### src/rtl/fxq_pkg.sv
`timescale 1ns/1ps
package fxq_pkg;

   // Per-beat operating mode carried alongside the data.
   typedef struct packed {
      logic rnd;   // 1: round half up, 0: truncate toward -inf
      logic sat;   // 1: clamp, 0: wrap
   } fxq_mode_t;

   function automatic int frac_of(input int width, input int int_bits);
      return width - int_bits;
   endfunction

   function automatic int drop_of(input int in_frac, input int out_frac);
      return in_frac - out_frac;
   endfunction

endpackage

### src/rtl/fxq_capture.sv
`timescale 1ns/1ps
module fxq_capture
   import fxq_pkg::*;
#(
   parameter int W          = 16,
   parameter bit REGISTERED = 1'b1
) (
   input  logic         clk,
   input  logic         rst_n,
   input  logic         v_i,
   input  logic [W-1:0] d_i,
   input  fxq_mode_t    m_i,
   output logic         v_o,
   output logic [W-1:0] d_o,
   output fxq_mode_t    m_o
);

   generate
      if (REGISTERED) begin : g_reg
         // Valid tracks every cycle; payload only loads on a valid beat.
         always_ff @(posedge clk or negedge rst_n) begin
            if (!rst_n) begin
               v_o <= 1'b0;
               d_o <= '0;
               m_o <= '0;
            end else begin
               v_o <= v_i;
               if (v_i) begin
                  d_o <= d_i;
                  m_o <= m_i;
               end
            end
         end
      end else begin : g_comb
         logic unused_clkrst;
         assign unused_clkrst = clk ^ rst_n;
         assign v_o = v_i;
         assign d_o = d_i;
         assign m_o = m_i;
      end
   endgenerate

endmodule

### src/rtl/fxq_quantizer.sv
`timescale 1ns/1ps
module fxq_quantizer #(
   parameter int IN_W   = 16,
   parameter int DROP   = 3,
   parameter bit SIGNED = 1'b1,
   localparam int QW    = IN_W + 1 - DROP
) (
   input  logic [IN_W-1:0] d,
   input  logic            rnd,
   output logic [QW-1:0]   q
);

   logic ext_bit;
   assign ext_bit = SIGNED ? d[IN_W-1] : 1'b0;

   generate
      if (DROP == 0) begin : g_pass
         logic unused_rnd;
         assign unused_rnd = rnd;
         assign q = {ext_bit, d};
      end else begin : g_drop
         logic [IN_W:0]   ext;
         logic [IN_W:0]   half;
         logic [IN_W:0]   sum;
         logic [DROP-1:0] unused_lsbs;

         assign ext  = {ext_bit, d};
         assign half = (IN_W+1)'(rnd) << (DROP - 1);
         // One guard bit absorbs the rounding carry; taking the upper
         // bits of a two's-complement sum floors toward -infinity.
         assign sum  = ext + half;
         assign {q, unused_lsbs} = sum;
      end
   endgenerate

endmodule

### src/rtl/fxq_overflow.sv
`timescale 1ns/1ps
module fxq_overflow #(
   parameter int QW     = 14,
   parameter int OUT_W  = 8,
   parameter bit SIGNED = 1'b1,
   localparam int HEAD  = QW - OUT_W
) (
   input  logic [QW-1:0]    q,
   input  logic             sat,
   output logic [OUT_W-1:0] y
);

   logic             fits;
   logic             neg;
   logic [OUT_W-1:0] limit;

   generate
      if (SIGNED) begin : g_signed
         logic [HEAD:0] top;
         assign top   = q[QW-1:OUT_W-1];
         assign fits  = (&top) | ~(|top);
         assign neg   = q[QW-1];
         assign limit = neg ? {1'b1, {(OUT_W-1){1'b0}}}
                            : {1'b0, {(OUT_W-1){1'b1}}};
      end else begin : g_unsigned
         logic [HEAD-1:0] top;
         assign top   = q[QW-1:OUT_W];
         assign fits  = ~(|top);
         assign neg   = 1'b0;
         assign limit = {OUT_W{1'b1}};
      end
   endgenerate

   always_comb begin
      if (sat && !fits) y = limit;
      else              y = q[OUT_W-1:0];
   end

endmodule

### src/rtl/fixq_stage.sv
`timescale 1ns/1ps
module fixq_stage
   import fxq_pkg::*;
#(
   parameter int IN_W       = 16,
   parameter int IN_FRAC    = 8,
   parameter int OUT_W      = 8,
   parameter int OUT_INT    = 3,
   parameter bit SIGNED     = 1'b1,
   parameter bit REGISTERED = 1'b1
) (
   input  logic             clk,
   input  logic             rst_n,
   input  logic             in_valid,
   input  logic [IN_W-1:0]  in_data,
   input  logic             round_en,
   input  logic             sat_en,
   output logic             out_valid,
   output logic [OUT_W-1:0] out_data
);

   localparam int IN_INT   = IN_W - IN_FRAC;
   localparam int OUT_FRAC = frac_of(OUT_W, OUT_INT);
   localparam int DROP     = drop_of(IN_FRAC, OUT_FRAC);
   localparam int QW       = IN_W + 1 - DROP;

   generate
      if (OUT_FRAC < 0 || OUT_INT < 1) begin : g_bad_out
         $error("fixq_stage: output integer width must be 1..OUT_W");
      end
      if (DROP < 0) begin : g_bad_frac
         $error("fixq_stage: output cannot carry more fraction bits than input");
      end
      if (OUT_INT > IN_INT) begin : g_bad_int
         $error("fixq_stage: output cannot carry more integer bits than input");
      end
      if (OUT_W < 2 || IN_W < 2) begin : g_bad_w
         $error("fixq_stage: widths must be at least 2");
      end
   endgenerate

   fxq_mode_t        mode_in, mode_s;
   logic             v_s;
   logic [IN_W-1:0]  d_s;
   logic [QW-1:0]    q_s;

   assign mode_in.rnd = round_en;
   assign mode_in.sat = sat_en;

   fxq_capture #(.W(IN_W), .REGISTERED(REGISTERED)) u_cap (
      .clk (clk),
      .rst_n (rst_n),
      .v_i (in_valid),
      .d_i (in_data),
      .m_i (mode_in),
      .v_o (v_s),
      .d_o (d_s),
      .m_o (mode_s)
   );

   fxq_quantizer #(.IN_W(IN_W), .DROP(DROP), .SIGNED(SIGNED)) u_quant (
      .d   (d_s),
      .rnd (mode_s.rnd),
      .q   (q_s)
   );

   fxq_overflow #(.QW(QW), .OUT_W(OUT_W), .SIGNED(SIGNED)) u_ovf (
      .q   (q_s),
      .sat (mode_s.sat),
      .y   (out_data)
   );

   assign out_valid = v_s;

endmodule

### config.mk
export PLATFORM = sky130hd
export DESIGN_NAME = fixq_stage
export DESIGN_NICKNAME = d
export VERILOG_FILES = /design/src/rtl/fxq_pkg.sv /design/src/rtl/fxq_capture.sv /design/src/rtl/fxq_quantizer.sv /design/src/rtl/fxq_overflow.sv /design/src/rtl/fixq_stage.sv
export SDC_FILE = /design/constraint.sdc
export NUM_CORES = 1
export LEC_CHECK = 0
export ABC_AREA = 1
export BUFFER_PORTS_ARGS = -buffer_cell sky130_fd_sc_hd__buf_2
export CORE_UTILIZATION = 56
export DETAILED_ROUTE_END_ITERATION = 10
export PLACE_DENSITY = 0.84
export SLEW_MARGIN = 25
export SYNTH_ARGS = -nofsm -noshare
export SYNTH_HDL_FRONTEND = slang
export SYNTH_SLANG_ARGS = --single-unit
### constraint.sdc
create_clock -name clk -period 4.5 [get_ports clk]
set_input_delay 0.9 -clock clk [delete_from_list [all_inputs] [get_ports clk]]
set_output_delay 0.9 -clock clk [all_outputs]
set_load 0.1 [all_outputs]
==> results.md, run 1 <==
* Avg Cell Area, Syn at 7.52 um2
* Area growth, synth to finish at 15.9%
* Final hold slack at 0.501 ns
* CTS tree: yes
* Largest net degree at the start of global routing at 29
* Iter 0 DRT Violations at 17
* I/O pin cnt at 30
* Total CTS buffers at 3
* Pins Over Slew Limit at 0
* Crit path required time at 3.60 ns
* Initial antenna violation count at 0
* Final Power at 0.456 mW
* Layout fillers at 187
* Routed vias at 1044
* Clock root cell: clkbuf_4
* Slowest-stage cell, CP: buf_2
* GRT overflow at 0
* Max stage delay on crit path at 0.42 ns
* Fmax at 286 MHz
* Clock buffer depth at 2
* Distinct cells, synth at 21
* Final setup fails at 0
* Max VDD drop at 0.338 mV
* Hold buffers post-CTS at 0
* Tmin final at 3.49 ns
* Total GRT Usage at 0.243
* Clock sink total at 17
* GPL Wtd Cong at 0.810
* RSZ-0062 raised after global routing: false
* Most frequent cell on the critical path: nand2_1
* Fin. Hold Viols at 0
* P per Cell Area at 340 mW/mm2
* CP arrival at 2.59 ns
* # Max-Cap Violations at 0
* Mapped Cells at 154
* Status: finished, final reports clean
* Slew HR at 0.676
* Vias/cell at 5.00
* H-tree depth at 1
* Antenna Nets Post-Route at 0
* DRC Markers at 0
* Cell Rows at 16
* Die Ht at 47.5 um
* Worst min-delay path class: in2async
* Pre-antenna DRT Iters at 4
* Buffer and inverter count on the worst path at 2
* Crit-path max FO at 8
* Sequential area share after synthesis at 0.367
* Critical Path Sink Type: primary output
* Core area at 0.00196 mm2
* I/O Buffers at 27
* Reg clk slew, reported paths at 0.10 ns
* # diodes at 0
* Total routed wirelength at 2370 um
* Starting Density at 0.591
* Critical Path Source Type: flip-flop
* Resized Gates After CTS at 0
* Synthesis-stage register bit count at 17
* WL per Instance at 11.3 um
* Critical path class: reg2out
* Cell Chain, Critical Path: nand2_1, inv_1, ha_1, nand3_2, nor2_2, nand2_1, nand2_1, nand2_1, nor2_1, nand3_2, nand3_4, nand2_1, nand2_1, buf_2
* Period utilisation layout at 0.777
* Final #Nets at 205
* Vias in the first global route at 957
* Cell Area, Synth at 0.00116 mm2
* Latest clock arrival within the worst-skew pair at 0.30 ns
* DIE AREA at 0.00225 mm2
* Worst Max-Slew Pin Slew at 0.489 ns
* Ys Warns at 0
* Die Wd at 47.5 um
* P_leak at 0.712 nW
* Clock Skews at 0 ns
* First-pass GRT wire length at 3770 um
* Post-route setup TNS at 0 ns
* CP delay by family, top: simple AND/OR/NAND/NOR gates
* Post-CTS Setup Bufs at 0
* Syn nets at 176
* Layout cell share with drive strength beyond 1 at 0.297
* Post-detail-place hpwl at 1850 um
cells in the mapped netlist:
library cell,number,area share
clkbuf_1,3,0.0097
dfrtp_1,17,0.37
ha_1,1,0.011
inv_1,16,0.052
inv_2,1,0.0032
mux2_2,5,0.049
nand2_1,54,0.17
nand2_2,3,0.016
nand2_4,1,0.0097
nand3_1,7,0.030
nand3_2,3,0.026
nand3_4,1,0.015
nand4_1,4,0.022
nor2_1,11,0.036
nor2_2,7,0.038
nor2_8,1,0.017
o21ai_0,2,0.0086
o21ai_1,9,0.039
o21ai_2,1,0.0076
xor2_1,6,0.045
xor2_4,1,0.024
power breakdown:
| part | switching, mW | leakage [nW] | internal, mW |
|---|---|---|---|
| Clock | 0.0522 | 0.0150 | 0.0346 |
| Combinational | 0.147 | 0.493 | 0.0411 |
| Sequential | 0.0144 | 0.204 | 0.166 |
| Total | 0.214 | 0.712 | 0.242 |
per-layer routing:
layer	global-route usage	up-vias	part of all wire
li1	-	537	-
met1	0.300	481	0.45
met2	0.422	21	0.51
met3	0.0377	5	0.028
met4	0.103	0	0.018
met5	0	-	0
cells in the final DEF, fill, tap and decap left out:
cell      count
nand3_4       1
ha_1          1
xor2_1        6
nand2_1      54
inv_1        16
nand2_4       1
xor2_4        1
nand3_1       7
nor2_2        7
nand4_1       4
nor2_8        1
o21ai_0       2
nor2_1       11
clkbuf_4      3
o21ai_1       9
buf_2        27
inv_2         1
clkbuf_1      1
nand3_2       3
dfrtp_1      17
mux2_2        5
o21ai_2       1
nand2_2       3
metrics by stage:
step	worst slack [ns]	utilization	cell area [um2]	cells
6_report	1.01	0.684	1340	209
5_1_grt	0.707	0.684	1340	209
4_1_cts	0.975	0.684	1340	209
3_5_place_dp	1.32	0.671	1320	205
3_3_place_gp	1.39	0.671	1320	205
2_1_floorplan	1.35	-	1160	154
registers in the layout, summed over array words and instances, names as in the netlist:
register and flops:
u_cap.m_o 2, u_cap.v_o 1, u_cap.d_o 14
worst paths after layout:
check                           cells after the start                        end  slack, ns                startpoint
worst max-delay path                               14                out_data[0]       1.01  u_cap.m_o[1]$_DFFE_PN0P_
worst min-delay path                                1   u_cap.d_o[5]$_DFFE_PN0P_       0.50                     rst_n
worst max register to register                      1   u_cap.d_o[4]$_DFFE_PN0P_       3.65  u_cap.d_o[4]$_DFFE_PN0P_
worst min register to register                      1   u_cap.d_o[2]$_DFFE_PN0P_       0.52  u_cap.d_o[2]$_DFFE_PN0P_
max in group asynchronous                           1  u_cap.d_o[13]$_DFFE_PN0P_       3.71                     rst_n
min in group clk                                    1   u_cap.d_o[2]$_DFFE_PN0P_       0.52  u_cap.d_o[2]$_DFFE_PN0P_
cell type report:
type                    instances  area (um2)  area share
well taps                      27        33.8      0.0252
clock buffers                   4        26.3      0.0196
repair buffers                 27         135       0.101
multi-input cells             117         658       0.490
flip-flops and latches         17         425       0.317
inverters                      17        63.8      0.0475
cells by family after synthesis:
logic type               synth area share
buffers and inverters              0.0648
XOR/XNOR                           0.0691
flip-flops                          0.367
AO/OA/AOI/OAI                      0.0551
multiplexers                       0.0486
AND/OR/NAND/NOR                     0.384
adder cells (fa/ha/maj)            0.0108
Power figures use the tool's default switching activity.
==> inputs of run 2 (changes only) <==
--- a/config.mk
+++ b/config.mk
@@ -5,11 +5,11 @@
 export SDC_FILE = /design/constraint.sdc
 export NUM_CORES = 1
 export LEC_CHECK = 0
-export ABC_AREA = 1
+export ABC_AREA = 0
 export BUFFER_PORTS_ARGS = -buffer_cell sky130_fd_sc_hd__buf_2
-export CORE_UTILIZATION = 56
+export CORE_UTILIZATION = 51
 export DETAILED_ROUTE_END_ITERATION = 10
-export PLACE_DENSITY = 0.84
+export PLACE_DENSITY = 0.78
 export SLEW_MARGIN = 25
 export SYNTH_ARGS = -nofsm -noshare
 export SYNTH_HDL_FRONTEND = slang
==> constraint.sdc (replaced) <==
create_clock -name clk -period 3.3 [get_ports clk]
set_input_delay 0.66 -clock clk [delete_from_list [all_inputs] [get_ports clk]]
set_output_delay 0.66 -clock clk [all_outputs]
set_load 0.1 [all_outputs]
==> run 2 against run 1 <==
  * Setup slack got worse by 0.84 ns
  * Largest cell class unchanged
  * Total power up 46%
  * Design area is 2.9% lower
  * Final cell count fell by 28%
  * Die area grew 2.8%
==> results.md, run 2 <==
* Slew HR at 0.564 (-0.112)
* Final setup fails at 0 (unchanged)
* Commonest cells after routing, fill and taps aside: buf_2, dfrtp_1, mux2_2
* Reg2reg setup slack at 2.41 ns (-1.24 ns)
* Pre-antenna DRT Iters at 4 (unchanged)
* Slowest-stage cell, CP: dfrtp_1
* Total CTS buffers at 3 (unchanged)
* Latest clock arrival within the worst-skew pair at 0.28 ns (-0.02 ns)
* Die Ht at 48.1 um (+1.4%)
* Simple-gate share of the synthesized area at 0.185 (-0.199)
* Max reg flops at 14 (unchanged)
* Clock root cell: clkbuf_4
* Sequential area share after synthesis at 0.392 (+0.0245)
* DIE AREA at 0.00232 mm2 (+2.8%)
* Total routed wirelength at 1960 um (-17%)
* Critical Path Sink Type: primary output
* Starting Density at 0.548 (-0.0426)
* Critical Path Source Type: flip-flop
* CP arrival at 2.47 ns (-0.12 ns)
* Post-CTS Setup Bufs at 0 (unchanged)
* GRT overflow at 0 (unchanged)
* Max VDD drop at 0.393 mV (+16%)
* Cell with the most instances after synthesis: dfrtp_1
* Critical path class: reg2out
* Most instantiated cells after synthesis: dfrtp_1, mux2_2, xnor2_1
* Status: finished, final reports clean
* Mapped Cells at 97 (-37%)
* Avg Cell Area, Syn at 11.2 um2 (+49%)
* Synthesis-stage register bit count at 17 (unchanged)
* Buffer and inverter count on the worst path at 1 (-1)
* Max stage delay on crit path at 0.41 ns (about the same)
* DRC Markers at 0 (unchanged)
* Largest regs: u_cap.d_o (14), u_cap.m_o (2), u_cap.v_o (1)
* Area growth, synth to finish at 20.0%
* Cell Rows at 16 (unchanged)
* I/O pin cnt at 30 (unchanged)
* Die Wd at 48.1 um (+1.4%)
* Vias in the first global route at 715 (-25%)
* Cell area after layout at 0.00130 mm2 (-2.9%)
* Ys Warns at 0 (unchanged)
* Period utilisation layout at 0.950
* Initial antenna violation count at 0 (unchanged)
* Post-detail-place hpwl at 1550 um (-16%)
* Cell Chain, Critical Path: and2_1, ha_1, nand2_4, nor3_2, xnor2_2, o21ai_4, a31o_4, a21oi_1, clkbuf_4
* Worst R2R End: u_cap.d_o[4]$_DFFE_PN0P_
* Worst min-delay path class: in2async
* Final Power at 0.665 mW (+46%)
* P per Cell Area at 510 mW/mm2 (+50%)
* GPL Wtd Cong at 0.823 (+1.5%)
* Cell Area, Synth at 0.00109 mm2 (-6.3%)
* WL per Instance at 13.0 um (+14%)
* Adder-cell share of the synthesized area at 0.0115 (+0.000722)
* CP startpoint: u_cap.m_o[1]$_DFFE_PN0P_
* Mux cell area share after synthesis at 0.165 (+0.116)
* Vias/cell at 5.45 (+9.1%)
* Synth top area share at 0.392 (+0.0245)
* Post-route setup TNS at 0 ns (unchanged)
* XOR/XNOR share of the synthesized area at 0.0887 (+0.0196)
* Syn nets at 119 (-32%)
* Largest net degree at the start of global routing at 19 (-34%)
* Clock buffer depth at 2 (unchanged)
* RSZ-0062 raised after global routing: false
* CP delay by family, top: simple AND/OR/NAND/NOR gates
* # Max-Cap Violations at 0 (unchanged)
* I/O Buffers at 27 (unchanged)
* Post-synth EDFFs at 0 (unchanged)
* H-tree depth at 1 (unchanged)
* R2R Path Start: u_cap.d_o[4]$_DFFE_PN0P_
* # diodes at 0 (unchanged)
* P_leak at 0.526 nW (-26%)
* Synth async-reset ratio at 1.00 (unchanged)
* Compound-cell area share of the yosys netlist at 0.136 (+0.0809)
* Final #Nets at 147 (-28%)
* First-pass GRT wire length at 3130 um (-17%)
* Most used flip-flop cell after synthesis: dfrtp_1
* Routed vias at 823 (-21%)
* Antenna Nets Post-Route at 0 (unchanged)
* Crit path required time at 2.64 ns (-0.96 ns)
* Hold buffers post-CTS at 0 (unchanged)
* Crit-path max FO at 7 (-1)
* Top post-synthesis cells by area: dfrtp_1, mux2_2, xnor2_1
* Largest reg by FF count: u_cap.d_o
* Commonest non-fill, non-tap cell in the layout: buf_2
* Pins Over Slew Limit at 0 (unchanged)
* Final hold slack at 0.276 ns (-0.225 ns)
* Reg clk slew, reported paths at 0.09 ns (about the same)
* Clock Skews at 0 ns (unchanged)
* R2R depth at 1 (unchanged)
* Clock sink total at 17 (unchanged)
* Layout cell share with drive strength beyond 1 at 0.460 (+0.163)
* Post-Route Utilization at 0.658 (-0.0265)
* CTS tree: yes
* Crit. path cell count at 9 (-5)
* Tmin final at 3.13 ns
* Fmax at 319 MHz
* Largest family of logic cells by synthesized area: simple AND/OR/NAND/NOR gates
* Fin. Hold Viols at 0 (unchanged)
* Iter 0 DRT Violations at 7 (-10)
* Distinct cells, synth at 32 (+52%)
* Core area at 0.00198 mm2 (+1.0%)
* CP Capture Point: out_data[6]
* Worst Max-Slew Pin Slew at 0.646 ns (+0.157 ns)
* Cell taking the most area after synthesis: dfrtp_1
* DP Area at 0.00124 mm2 (-5.6%)
* Total GRT Usage at 0.200 (-0.0431)
==> run 2: worst min-delay path by stage <==
stage / to / slack (ns) / cells after the start
3_5_place_dp: u_cap.d_o[2]$_DFFE_PN0P_ / 0.58 / 1
6_report: u_cap.d_o[3]$_DFFE_PN0P_ / 0.28 / 1
2_1_floorplan: u_cap.d_o[10]$_DFFE_PN0P_ / 0.36 / 0
4_1_cts: u_cap.v_o$_DFF_PN0_ / 0.28 / 1
3_3_place_gp: u_cap.d_o[2]$_DFFE_PN0P_ / 0.57 / 1
5_1_grt: u_cap.v_o$_DFF_PN0_ / 0.28 / 1
==> run 2: timing repair <==
action | CTS | global route
setup endpoints to repair | 0 | 8
endpoints found under the hold margin | 0 | 0
gates resized for setup | 0 | 18
==> run 2: metal layers <==
metal | vias to the layer above | wire length [um] | global-route usage
met4 | 0 | 38 | 0.100
met5 | - | 0 | 0
met1 | 385 | 878 | 0.270
met3 | 4 | 83 | 0.0333
met2 | 28 | 959 | 0.312
li1 | 406 | - | -
==> run 2: logic make-up after synthesis <==
| group | after synthesis |
|---|---|
| XOR/XNOR | 11 |
| flip-flops | 17 |
| AO/OA/AOI/OAI | 17 |
| adder cells (fa/ha/maj) | 1 |
| buffers and inverters | 6 |
| AND/OR/NAND/NOR | 29 |
| multiplexers | 16 |
==> run 2: per-stage QoR <==
step	cells	setup slack [ns]
floorplan	97	-0.426
global placement	147	0.387
detailed placement	147	0.350
CTS	151	0.0205
global route	151	0.00865
finish	151	0.166
==> run 2: cell type report <==
cell class,count,area [um2]
clock buffers,4,26.3
well taps,27,33.8
repair buffers,27,163
inverters,2,7.51
flip-flops and latches,17,425
fillers,155,678
multi-input cells,74,648
==> run 2: where the power goes <==
part           internal, mW  switching (mW)
clock                0.0470          0.0601
sequential            0.228          0.0345
combinational        0.0863           0.208
